File: src/rtl/bru_pkg.sv
package bru_pkg;

  localparam logic [5:0] OPCD_BCOND = 6'd16;

  typedef struct packed {
    logic [5:0]  opcd;
    logic [4:0]  opt;    // opt[4] is the first option bit (word bit 25)
    logic [4:0]  sel;
    logic [13:0] disp;
    logic        absa;
    logic        link;
  } bfields_t;

  // option bit k, counting from the most significant option bit
  function automatic logic opt_bit(input logic [4:0] opt, input int k);
    return opt[4-k];
  endfunction

  // word displacement scaled to bytes, sign extended to 64 bits
  function automatic logic [63:0] disp_bytes(input logic [13:0] d);
    return {{48{d[13]}}, d, 2'b00};
  endfunction

  // condition bit s, bit 0 being the MSB of the register
  function automatic logic cr_pick(input logic [31:0] cr, input logic [4:0] s);
    return cr[5'd31 - s];
  endfunction

endpackage

File: src/rtl/bru_decode.sv
module bru_decode
  import bru_pkg::*;
(
  input  logic [31:0] instr,
  output bfields_t    fld,
  output logic        legal
);
  always_comb begin
    fld.opcd = instr[31:26];
    fld.opt  = instr[25:21];
    fld.sel  = instr[20:16];
    fld.disp = instr[15:2];
    fld.absa = instr[1];
    fld.link = instr[0];
    legal    = (instr[31:26] == OPCD_BCOND);
  end
endmodule

File: src/rtl/bru_cond.sv
module bru_cond
  import bru_pkg::*;
#(
  parameter int CTR_W = 32
) (
  input  logic [4:0]       opt,
  input  logic [4:0]       sel,
  input  logic [31:0]      cr_in,
  input  logic [CTR_W-1:0] ctr_in,
  output logic [CTR_W-1:0] ctr_next,
  output logic             dec_req,
  output logic             ctr_ok,
  output logic             cr_ok
);
  localparam int CHK_W = (CTR_W < 32) ? CTR_W : 32;

  logic ctr_zero;

  always_comb begin
    dec_req  = !opt_bit(opt, 2);
    ctr_next = dec_req ? ctr_in - CTR_W'(1) : ctr_in;
    ctr_zero = (ctr_next[CHK_W-1:0] == '0);
    ctr_ok   = opt_bit(opt, 2) | ((!ctr_zero) ^ opt_bit(opt, 3));
    cr_ok    = opt_bit(opt, 0) | (cr_pick(cr_in, sel) == opt_bit(opt, 1));
  end
endmodule

File: src/rtl/bru_target.sv
module bru_target
  import bru_pkg::*;
#(
  parameter int ADDR_W = 32
) (
  input  logic [ADDR_W-1:0] cia,
  input  logic [13:0]       disp,
  input  logic              absa,
  input  logic              go,
  output logic [ADDR_W-1:0] nia,
  output logic [ADDR_W-1:0] seq_addr
);
  logic [ADDR_W-1:0] offs;
  logic [ADDR_W-1:0] tgt;

  always_comb begin
    offs     = disp_bytes(disp)[ADDR_W-1:0];
    seq_addr = cia + ADDR_W'(4);
    tgt      = absa ? offs : cia + offs;
    nia      = go ? tgt : seq_addr;
  end
endmodule

File: src/rtl/branch_resolver.sv
module branch_resolver
  import bru_pkg::*;
#(
  parameter int ADDR_W = 32,
  parameter int CTR_W  = 32
) (
  input  logic              clk,
  input  logic              rst_n,
  input  logic              req_valid,
  output logic              req_ready,
  input  logic [31:0]       instr,
  input  logic [ADDR_W-1:0] cia,
  input  logic [31:0]       cr_in,
  input  logic [CTR_W-1:0]  ctr_in,
  output logic              rsp_valid,
  input  logic              rsp_ready,
  output logic [ADDR_W-1:0] nia,
  output logic              taken,
  output logic [CTR_W-1:0]  ctr_out,
  output logic              ctr_we,
  output logic              lr_we,
  output logic [ADDR_W-1:0] lr_data,
  output logic              hint,
  output logic              illegal
);
  bfields_t          fld;
  logic              legal;
  logic [CTR_W-1:0]  ctr_next;
  logic              dec_req, ctr_ok, cr_ok, go;
  logic [ADDR_W-1:0] nia_c, seq_addr;
  logic              accept;

  bru_decode u_dec (.instr(instr), .fld(fld), .legal(legal));

  bru_cond #(.CTR_W(CTR_W)) u_cond (
    .opt(fld.opt), .sel(fld.sel), .cr_in(cr_in), .ctr_in(ctr_in),
    .ctr_next(ctr_next), .dec_req(dec_req), .ctr_ok(ctr_ok), .cr_ok(cr_ok)
  );

  assign go = legal & ctr_ok & cr_ok;

  bru_target #(.ADDR_W(ADDR_W)) u_tgt (
    .cia(cia), .disp(fld.disp), .absa(fld.absa), .go(go),
    .nia(nia_c), .seq_addr(seq_addr)
  );

  assign req_ready = !rsp_valid || rsp_ready;
  assign accept    = req_valid && req_ready;

  always_ff @(posedge clk or negedge rst_n) begin
    if (!rst_n) begin
      rsp_valid <= 1'b0;
      nia       <= '0;
      taken     <= 1'b0;
      ctr_out   <= '0;
      ctr_we    <= 1'b0;
      lr_we     <= 1'b0;
      lr_data   <= '0;
      hint      <= 1'b0;
      illegal   <= 1'b0;
    end else if (accept) begin
      rsp_valid <= 1'b1;
      nia       <= nia_c;
      taken     <= go;
      ctr_out   <= legal ? ctr_next : ctr_in;
      ctr_we    <= legal & dec_req;
      lr_we     <= legal & fld.link;
      lr_data   <= seq_addr;
      hint      <= legal & opt_bit(fld.opt, 4);
      illegal   <= !legal;
    end else if (rsp_ready) begin
      rsp_valid <= 1'b0;
    end
  end

  p_accept_resp_r10: assert property (@(posedge clk) disable iff (!rst_n)
    accept |=> rsp_valid);

  p_hold_r10: assert property (@(posedge clk) disable iff (!rst_n)
    (rsp_valid && !rsp_ready) |=> (rsp_valid && $stable(nia) && $stable(ctr_out) && $stable(taken)));

  p_illegal_quiet_r1: assert property (@(posedge clk) disable iff (!rst_n)
    (rsp_valid && illegal) |-> (!ctr_we && !lr_we && !taken));

  p_ctr_step_r2: assert property (@(posedge clk) disable iff (!rst_n)
    (accept && legal && dec_req) |=> (ctr_we && ctr_out == $past(ctr_in) - CTR_W'(1)));

  p_link_r8: assert property (@(posedge clk) disable iff (!rst_n)
    (accept && legal && fld.link) |=> (lr_we && lr_data == $past(cia) + ADDR_W'(4)));

  p_taken_legal_r5: assert property (@(posedge clk) disable iff (!rst_n)
    (rsp_valid && taken) |-> !illegal);

endmodule

File: config.mk
export PLATFORM = sky130hd
export DESIGN_NAME = branch_resolver
export DESIGN_NICKNAME = d
export VERILOG_FILES = /design/src/rtl/bru_pkg.sv /design/src/rtl/bru_decode.sv /design/src/rtl/bru_cond.sv /design/src/rtl/bru_target.sv /design/src/rtl/branch_resolver.sv
export SDC_FILE = /design/constraint.sdc
export NUM_CORES = 1
export LEC_CHECK = 0
export ABC_AREA = 0
export BUFFER_PORTS_ARGS = -buffer_cell sky130_fd_sc_hd__buf_2
export CAP_MARGIN = 5
export CORE_ASPECT_RATIO = 0.6
export CORE_MARGIN = 5
export CORE_UTILIZATION = 45
export DETAILED_ROUTE_END_ITERATION = 7
export PLACE_DENSITY = 0.68
export SYNTH_ARGS = -nofsm -noshare
export SYNTH_HDL_FRONTEND = slang
export SYNTH_HIERARCHICAL = 1
export SYNTH_SLANG_ARGS = --single-unit
File: constraint.sdc
create_clock -name clk -period 4 [get_ports clk]
set_input_delay 1.2 -clock clk [delete_from_list [all_inputs] [get_ports clk]]
set_output_delay 1.2 -clock clk [all_outputs]
set_load 0.005 [all_outputs]
After elaboration in Yosys (flattened, before gate mapping)
Index checks and enable logic that the tools add are counted.

cells by class
  reduce and logical (&&, ||, !) cells = 8
  bitwise logic cells = 8
  mux-type cells = 8
  eq/ne operators = 2
  $add $sub $neg = 4
  order comparisons = 1

operators by type and width
  operator                                                                       count
  32-bit two-way mux                                                             4
  32-bit by 3-bit adder with 32-bit output (second input constant)               1
  32-bit adder                                                                   1
  32-bit zero test                                                               1
  32-bit by 1-bit subtractor with 32-bit output (second input constant)          1
  6-bit by 5-bit == test with 1-bit output (second input constant)               1
  5-bit by 6-bit less-than comparator with 1-bit output (second input constant)  1
  1-bit AND                                                                      5
  1-bit binary-select mux with 5-bit select                                      1
  5-bit subtractor (first input constant)                                        1
  1-bit zero test                                                                4
  1-bit two-way mux                                                              3
  1-bit bitwise OR                                                               2
  2-bit nonzero test                                                             1
  1-bit == test                                                                  1
  1-bit logical AND                                                              1
  1-bit logical OR                                                               1
  1-bit bitwise XOR                                                              1

word-level totals
  output and inout bits = 103
  register bits after elaboration = 102
  word-level logic and storage cells = 40
  bits of input ports = 132

Logic depth before layout (Yosys ltp)
Gate-level depths: netlist of run 1.

  word-level depth = 9
  gate-level depth with buffers = 17

Cells and area by module
The synthesis of run 1 kept the hierarchy.

modules (own cells, without submodules)
  module           cells an instance  seq. area each (µm²)  times used  area each (µm²)
  branch_resolver  302                2,552.4               1           4,231.6
  bru_target       396                0.0                   1           2,622.5
  bru_cond         154                0.0                   1           1,204.9
  bru_decode       34                 0.0                   1           260.2

Worst setup path before layout of run 1
OpenSTA, ideal clock, no wires.

  path type = input to register
  start point = input port ctr_in[1]
  end point = register nia[16]
  data required time = 3.875 ns
  path buffers = 3
  path slack = -1.137 ns
  cell stages on the path = 16
  library setup time = 0.125 ns
  arrival = 5.012 ns
  cells stage by stage = inv_1 > ha_1 > clkbuf_1 > or3b_2 > nor4_1 > xor2_1 > or4bb_1 > or4_1 > o31a_1 > o21ai_1 > and3_1 > clkbuf_1 > buf_1 > o211ai_1 > o21a_1 > mux2_4

on the way
  longest elaborated chain between the ends = 9

RTL lines
  item                                           line                   text
  start: declaration                             branch_resolver.sv:14  input logic [CTR_W-1:0] ctr_in,
  32-bit by 1-bit subtractor with 32-bit output  bru_cond.sv:21         ctr_next = dec_req ? ctr_in - CTR_W'(1) : ctr_in;
  32-bit two-way mux                             bru_cond.sv:21
  net ctr_next[14]                               branch_resolver.sv:28  logic [CTR_W-1:0] ctr_next;
  32-bit zero test                               bru_cond.sv:22         ctr_zero = (ctr_next[CHK_W-1:0] == '0);
  1-bit zero test                                bru_cond.sv:23         ctr_ok = opt_bit(opt, 2) | ((!ctr_zero) ^ opt_bit(opt, 3));
  1-bit bitwise XOR                              bru_cond.sv:23
  1-bit bitwise OR                               bru_cond.sv:23
  net ctr_ok                                     branch_resolver.sv:29  logic dec_req, ctr_ok, cr_ok, go;
  1-bit AND (2 in a row)                         branch_resolver.sv:40  assign go = legal & ctr_ok & cr_ok;
  net go                                         branch_resolver.sv:29
  32-bit two-way mux                             bru_target.sv:20       nia = go ? tgt : seq_addr;
  net nia_c[16]                                  branch_resolver.sv:30  logic [ADDR_W-1:0] nia_c, seq_addr;
  end signal: assignment                         branch_resolver.sv:63  nia <= nia_c;
  end: declaration                               branch_resolver.sv:17  output logic [ADDR_W-1:0] nia,

The timed path passes the listed nets, and every way through them passes these cells.
A chain may end at the register's enable or synchronous reset.

Worst setup path in the final report of run 1
  start point = input port ctr_in[14]
  end point = register nia[27]

on the way
  longest elaborated chain between the ends = 9

RTL lines
  item                                           line
  32-bit by 1-bit subtractor with 32-bit output  bru_cond.sv:21
  32-bit two-way mux (*)                         bru_cond.sv:21
  32-bit zero test (*)                           bru_cond.sv:22
  1-bit zero test (*)                            bru_cond.sv:23
  1-bit bitwise XOR (*)                          bru_cond.sv:23
  1-bit bitwise OR (*)                           bru_cond.sv:23
  net ctr_ok                                     branch_resolver.sv:29
  1-bit AND (*) (2 in a row)                     branch_resolver.sv:40
  net go                                         branch_resolver.sv:29
  32-bit two-way mux (*)                         bru_target.sv:20
  net nia_c[27]                                  branch_resolver.sv:30

The timed path passes the listed nets; every way through them passes the cells marked *.

==> summary.json, run 1 <==
{
  "drtAntennaViolNets": {"value": 0},
  "num-nets-final": {"value": 1359},
  "worst_slew_margin_rel": {"value": 0.5414},
  "cts_buffer_depth": {"value": 2},
  "final_hold_viol_count": {"value": 0},
  "wl_per_cell": {"value": 20.57, "unit": "µm"},
  "worstMarginPinSlew": {"value": 687.9, "unit": "ps"},
  "areaGrowthSynthToFinish": {"value": 36.43, "unit": "%"},
  "cpPeakStageDelay": {"value": 590, "unit": "ps"},
  "clkTransAtPathRegs": {"value": 70, "unit": "ps"},
  "slew_violations": {"value": 0},
  "drive_above_1_share": {"value": 0.4558},
  "detailedRoute.firstIterationViolations": {"value": 668},
  "setup_tns": {"value": -17980, "unit": "ps"},
  "fin_worst_hold_slack": {"value": 501.1, "unit": "ps"},
  "intPower": {"value": 2.305, "unit": "mW"},
  "syn-instance-count": {"value": 880},
  "design.core.area": {"value": 0.01807, "unit": "mm²"},
  "pwr-share-seq": {"value": 0.369},
  "hpwl": {"value": 23050, "unit": "µm"},
  "tritoncts_clock_tree": {"value": "yes"},
  "die_width": {"value": 185.1, "unit": "µm"},
  "crit_path_cell_trace": {"value": "buf_6 > or4_4 > or4_4 > o31a_1 > nor4_2 > nand4_1 > o31a_1 > o21ai_2 > and3_4 > inv_6 > buf_6 > a221o_1 > mux2_4"},
  "power-per-cell-area": {"value": 303.1, "unit": "mW/mm²"},
  "netlist_area": {"value": 0.008274, "unit": "mm²"},
  "starting_density_of_the_core": {"value": 0.4580},
  "die_height": {"value": 115.0, "unit": "µm"},
  "cts-hold-fix-buffers": {"value": 0},
  "grt_antenna_before_repair": {"value": 1},
  "dr_total_vias": {"value": 8384},
  "crit_path_max_fanout": {"value": 8},
  "cp_data_required_time": {"value": 4240, "unit": "ps"},
  "viasPerCell": {"value": 5.822},
  "largest_net_degree_at_the_start_of_global_routing": {"value": 69},
  "htree_levels": {"value": 3},
  "crit_arrival": {"value": 4910, "unit": "ps"},
  "clkLatencyLatePin": {"value": 360, "unit": "ps"},
  "critical_path.slowest_cell": {"value": "sky130_fd_sc_hd__or4_4"},
  "layout_setup_ws": {"value": -665.1, "unit": "ps"},
  "power_switching_share": {"value": 0.3265},
  "antennaDiodeCount": {"value": 0},
  "grt_usage": {"value": 0.2736},
  "std_cell_rows": {"value": 38},
  "clk_root_buffer_cell": {"value": "sky130_fd_sc_hd__clkbuf_16"},
  "fmaxAchievable": {"value": 0.2144, "unit": "GHz"},
  "drt_first_pass_iters": {"value": 6},
  "power.share.combinational": {"value": 0.337},
  "irDropWorstVdd": {"value": 0.0002261, "unit": "V"},
  "grt.overflow.total": {"value": 0},
  "vias_in_the_first_global_route": {"value": 7865},
  "setup_viol": {"value": 33},
  "timing.critical_path.max_delay_family": {"value": "simple AND/OR/NAND/NOR gates"},
  "status": {"value": "complete, but fails checks"},
  "design.die.area": {"value": 0.02129, "unit": "mm²"},
  "worstHoldPathType": {"value": "reg2reg"},
  "grt_pass1_wl": {"value": 45520, "unit": "µm"},
  "detail_route.wirelength": {"value": 29610, "unit": "µm"},
  "worst_clock_skew": {"value": 12.39, "unit": "ps"},
  "drc_errors": {"value": 0},
  "startpoint_type": {"value": "primary input"},
  "cts_num_sinks": {"value": 102},
  "placement.io_buffers": {"value": 234},
  "fin_crit_sh": {"value": 1.166},
  "timing.final.crit_period": {"value": 4665, "unit": "ps"},
  "gp_congestion": {"value": 0.9405},
  "fill_cells": {"value": 1588},
  "p_leak": {"value": 5.088, "unit": "nW"},
  "setup.worst_path.end_class": {"value": "flop"},
  "worst-setup-path-type": {"value": "in2reg"},
  "syn_nets": {"value": 1044},
  "drv_cap": {"value": 0},
  "io-pin-count": {"value": 235},
  "synthesis_warning_total": {"value": 6},
  "failing_checks": {"value": "negative setup slack"},
  "per_instance_average_area_after_synthesis": {"value": 9.402, "unit": "µm²"},
  "critical_path_buf_inv_count": {"value": 3},
  "p_switching": {"value": 1.117, "unit": "mW"},
  "tritoncts.num_buffers": {"value": 9},
  "grt_setup_unrepaired": {"value": "true"},
  "clkPwrFrac": {"value": 0.293}
}
-- final cells by class --
cell class | instances | area (µm²) | share of cell area
Timing Repair Buffer | 375 | 2395 | 0.2121
Tap cell | 240 | 300.3 | 0.02660
Inverter | 15 | 61.31 | 0.005431
Clock inverter | 7 | 103.9 | 0.009200
Sequential cell | 102 | 2552 | 0.2261
Clock buffer | 9 | 225.2 | 0.01995
Multi-Input combinational cell | 692 | 5650 | 0.5006
-- metal layers --
layer | part of all wire | global-route usage
met5 | 0.00024 | 0
met4 | 0.0091 | 0.04106
met3 | 0.085 | 0.06165
met2 | 0.40 | 0.3741
met1 | 0.50 | 0.4428
-- path summary, 6_finish.rpt --
path	start	endpoint	slack [ps]	cells past startpoint
max in group asynchronous	rst_n	nia[16]	2380	2
worst min register to register	lr_we	lr_we	500	1
worst max-delay path	ctr_in[14]	nia[27]	-670	13
worst min-delay path	lr_we	lr_we	500	1
min in group asynchronous	rst_n	ctr_out[11]	870	1
worst max register to register	rsp_valid	lr_data[30]	2230	4
-- flip-flops by register name, indices dropped and copies added (netlist names) --
register / flops
ctr_out: 32
lr_data: 32
nia: 32
ctr_we: 1
hint: 1
illegal: 1
lr_we: 1
rsp_valid: 1
taken: 1
-- power by group through the flow --
stage | Combinational [mW] | Sequential [mW] | Clock [mW]
after floorplan | 0.575 | 1.28 | 0
after global placement | 1.06 | 1.28 | 0
after detailed placement | 1.08 | 1.28 | 0
after CTS | 1.10 | 1.26 | 1.03
after global routing | 1.25 | 1.28 | 1.06
final | 1.15 | 1.26 | 1.00
-- layout by cell type (no fill, tap or decap), drive strengths merged, types with 6 or more instances in the layout --
cell and count:
buf 375, dfrtp 102, a21oi 77, mux2 68, nor2 58, nand2 46
xnor2 44, mux2i 42, a31oi 34, ha 31, xor2 29, o21ai 29
nand3 25, inv 18, nor3 17, nand4 16, a21o 15, or4 14
or3 13, nor4 13, mux4 10, and3 10, clkbuf 9, nand2b 9
a211o 6
-- timing repair --
action	4_1_cts	5_1_grt
pin swaps	16	22
cloned	2	0
buffers inserted	7	10
resized for setup	49	72
setup endpoints to repair	33	33
-- per-stage QoR --
step / std cells / utilization / worst slack (ps) / power, mW / cell area (µm²)
final: 1440 / 0.6248 / -665.1 / 3.422 / 11290
after floorplan: 880 / - / -731.4 / 1.854 / 8347
after global routing: 1440 / 0.6248 / -734.7 / 3.596 / 11290
after detailed placement: 1408 / 0.5715 / -1235 / 2.356 / 10330
after CTS: 1432 / 0.6064 / -563.2 / 3.393 / 10960
after global placement: 1408 / 0.5715 / -1116 / 2.339 / 10330
(Power assumes the default switching activity.)
==> inputs of run 2 (changes only) <==
--- a/config.mk
+++ b/config.mk
@@ -12,6 +12,7 @@
 export CORE_MARGIN = 5
 export CORE_UTILIZATION = 45
 export DETAILED_ROUTE_END_ITERATION = 7
+export MAX_ROUTING_LAYER = met4
 export PLACE_DENSITY = 0.68
 export SYNTH_ARGS = -nofsm -noshare
 export SYNTH_HDL_FRONTEND = slang
==> run 2 against run 1 <==
Clock power decreased by 11%. Critical path type unchanged. Setup slack got worse by 89 ps. Sequential cell count unchanged. Sequential share of layout area increased by 0.64 points. The flow still finishes with violations (negative setup slack). First-iteration DRC count increased by 17%. Routed wire length shrank 0.11%. Non-clock buffer count shrank 3. Final cell count about the same.
==> summary.json, run 2 (same netlist as run 1, synthesis figures left out) <==
{
  "cts-hold-fix-buffers": {"value": 0, "change": "unchanged"},
  "drive_above_1_share": {"value": 0.4336, "change": "-0.02225"},
  "dr_total_vias": {"value": 8273, "change": "-1.3%"},
  "startpoint_type": {"value": "primary input"},
  "final_common_cell": {"value": "sky130_fd_sc_hd__buf_2"},
  "highest-signal-layer": {"value": "met4"},
  "drtAntennaViolNets": {"value": 0, "change": "unchanged"},
  "failing_checks": {"value": "negative setup slack"},
  "worstMarginPinSlew": {"value": 781.6, "unit": "ps", "change": "+93.65 ps"},
  "tritoncts_clock_tree": {"value": "yes"},
  "num-nets-final": {"value": 1356, "change": "-0.22%"},
  "mostFrequentLayoutCells": {"value": "sky130_fd_sc_hd__buf_2, sky130_fd_sc_hd__buf_4, sky130_fd_sc_hd__dfrtp_1, sky130_fd_sc_hd__a21oi_1"},
  "cts_buffer_depth": {"value": 2, "change": "unchanged"},
  "crit_path_max_fanout": {"value": 8, "change": "unchanged"},
  "fin_worst_hold_slack": {"value": 484.2, "unit": "ps", "change": "-16.89 ps"},
  "worst-setup-path-type": {"value": "in2reg"},
  "htree_levels": {"value": 3, "change": "unchanged"},
  "design.die.area": {"value": 0.02129, "unit": "mm²", "change": "unchanged"},
  "wl_per_cell": {"value": 20.53, "unit": "µm", "change": "-0.18%"},
  "worst_path_most_repeated_cell": {"value": "sky130_fd_sc_hd__or4_4"},
  "worstHoldPathType": {"value": "reg2reg"},
  "biggestRegsByFlops": {"value": "ctr_out (32), lr_data (32), nia (32)"},
  "cpPeakStageDelay": {"value": 540, "unit": "ps", "change": "-50 ps"},
  "design.core.area": {"value": 0.01807, "unit": "mm²", "change": "unchanged"},
  "gp_congestion": {"value": 0.9721, "change": "+3.4%"},
  "final_util": {"value": 0.6075, "change": "-0.01731"},
  "cts_num_sinks": {"value": 102, "change": "unchanged"},
  "crit_arrival": {"value": 4980, "unit": "ps", "change": "+70 ps"},
  "tritoncts.num_buffers": {"value": 9, "change": "unchanged"},
  "p_leak": {"value": 4.984, "unit": "nW", "change": "-2.1%"},
  "viasPerCell": {"value": 5.741, "change": "-1.4%"},
  "cp_data_required_time": {"value": 4230, "unit": "ps", "change": "about the same"},
  "fill_cells": {"value": 1627, "change": "+2.5%"},
  "clk_root_buffer_cell": {"value": "sky130_fd_sc_hd__clkbuf_16"},
  "detail_route.wirelength": {"value": 29580, "unit": "µm", "change": "-0.11%"},
  "grt_setup_unrepaired": {"value": "true"},
  "areaGrowthSynthToFinish": {"value": 32.65, "unit": "%"},
  "clkLatencyLatePin": {"value": 350, "unit": "ps", "change": "about the same"},
  "grt_usage": {"value": 0.2797, "change": "+0.006088"},
  "met2_wire_length": {"value": 11840, "unit": "µm", "change": "-1.1%"},
  "clkTransAtPathRegs": {"value": 70, "unit": "ps", "change": "about the same"},
  "setup.worst_path.end_class": {"value": "flop"},
  "routed_length_on_met3": {"value": 2651, "unit": "µm", "change": "+5.8%"},
  "critical_path.slowest_cell": {"value": "sky130_fd_sc_hd__or4_4"},
  "io-pin-count": {"value": 235, "change": "unchanged"},
  "vias_in_the_first_global_route": {"value": 7888, "change": "+0.29%"},
  "placement.io_buffers": {"value": 234, "change": "unchanged"},
  "reg2reg_slack": {"value": 2220, "unit": "ps", "change": "about the same"},
  "setup_viol": {"value": 33, "change": "unchanged"},
  "slew_violations": {"value": 0, "change": "unchanged"},
  "final_hold_viol_count": {"value": 0, "change": "unchanged"},
  "crit_path_cell_trace": {"value": "buf_2 > buf_4 > or4_4 > nor4_2 > xor2_1 > or4bb_1 > or4_4 > o31a_1 > o21ai_1 > and3_4 > inv_6 > buf_6 > a2111o_1 > mux2_4"},
  "fmaxAchievable": {"value": 0.2103, "unit": "GHz", "change": "-1.9%"},
  "worst_slew_margin_rel": {"value": 0.4790, "change": "-0.06243"},
  "hpwl": {"value": 23080, "unit": "µm", "change": "about the same"},
  "grt_antenna_before_repair": {"value": 3, "change": "+2"},
  "status": {"value": "complete, but fails checks"},
  "worst_clock_skew": {"value": 6.856, "unit": "ps", "change": "-5.539 ps"},
  "die_width": {"value": 185.1, "unit": "µm", "change": "unchanged"},
  "largest_net_degree_at_the_start_of_global_routing": {"value": 69, "change": "unchanged"},
  "die_height": {"value": 115.0, "unit": "µm", "change": "unchanged"},
  "drv_cap": {"value": 0, "change": "unchanged"},
  "drt_first_pass_iters": {"value": 7, "change": "+1"},
  "irDropWorstVdd": {"value": 0.0002116, "unit": "V", "change": "-6.4%"},
  "detailedRoute.firstIterationViolations": {"value": 779, "change": "+17%"},
  "layout_setup_ws": {"value": -754.3, "unit": "ps", "change": "-89.21 ps"},
  "wl_met1": {"value": 14860, "unit": "µm", "change": "about the same"},
  "fin_crit_sh": {"value": 1.189, "change": "+0.02230"},
  "drc_errors": {"value": 0, "change": "unchanged"},
  "power-per-cell-area": {"value": 298.6, "unit": "mW/mm²", "change": "-1.5%"},
  "timing.final.crit_period": {"value": 4754, "unit": "ps", "change": "+89.21 ps"},
  "grt_pass1_wl": {"value": 45290, "unit": "µm", "change": "-0.50%"},
  "starting_density_of_the_core": {"value": 0.4580, "change": "unchanged"},
  "grt.overflow.total": {"value": 0, "change": "unchanged"},
  "std_cell_rows": {"value": 38, "change": "unchanged"}
}
## run 2: cell types whose count changed in the layout (fill, tap and decap cells not counted), sizes merged
cell,previous run,this run
clkinv,0,2
clkbuf,9,11
buf,375,372
diode,0,4
bufinv,2,0
clkinvlp,2,0
## run 2: power by group
group / total, mW / switching [mW] / internal [mW]
combinational: 1.12 / 0.573 / 0.546
clock: 0.895 / 0.440 / 0.455
sequential: 1.26 / 0.0868 / 1.18
total: 3.28 / 1.10 / 2.18
## run 2: through the flow
step                setup WS (ps)  cell area [µm²]  power (mW)  setup TNS (ps)  cells
floorplan                  -731.4             8347       1.854          -19720    880
global placement            -1099            10310       2.338          -30510   1407
detailed placement          -1218            10310       2.357          -34540   1407
CTS                        -669.7            10860       3.290          -18470   1433
global route               -831.5            10970       3.452          -22800   1440
finish                     -754.3            10980       3.277          -19640   1441
## run 2: final timing paths
path                            from           to  cells after the start
max                        ctr_in[2]      nia[24]                     14
min                             hint         hint                      1
max reg2reg                rsp_valid  lr_data[25]                      4
min reg2reg                     hint         hint                      1
max in group asynchronous      rst_n  lr_data[11]                      2
min in group asynchronous      rst_n   ctr_out[9]                      1
## run 2: what timing repair did
action	CTS	global route
buffers inserted	9	4
gates resized for setup	42	15
pin swaps	19	7
gates cloned	1	0
setup endpoints to repair	33	33
## run 2: critical path: cells and delay by family
kind,cells,cell delay [ps]
simple gates,5,2090
compound gates,3,760
buf+inv,4,510
mux,1,270
xor+xnor,1,130
## run 2: layer usage
layer | vias to the layer above | global-route usage
met1 | 3963 | 0.4371
met2 | 389 | 0.3751
met5 | - | -
li1 | 3904 | -
met4 | 0 | 0.03421
met3 | 17 | 0.06260
## run 2: final cells by class
cell class / count / area (µm²) / area share
multi-input cells: 692 / 5479 / 0.4992
flip-flops and latches: 102 / 2552 / 0.2326
repair buffers: 372 / 2281 / 0.2078
well taps: 240 / 300.3 / 0.02736
clock buffers: 11 / 242.7 / 0.02212
inverters: 15 / 61.31 / 0.005586
clock inverters: 5 / 48.80 / 0.004446
diodes: 4 / 10.01 / 0.0009120
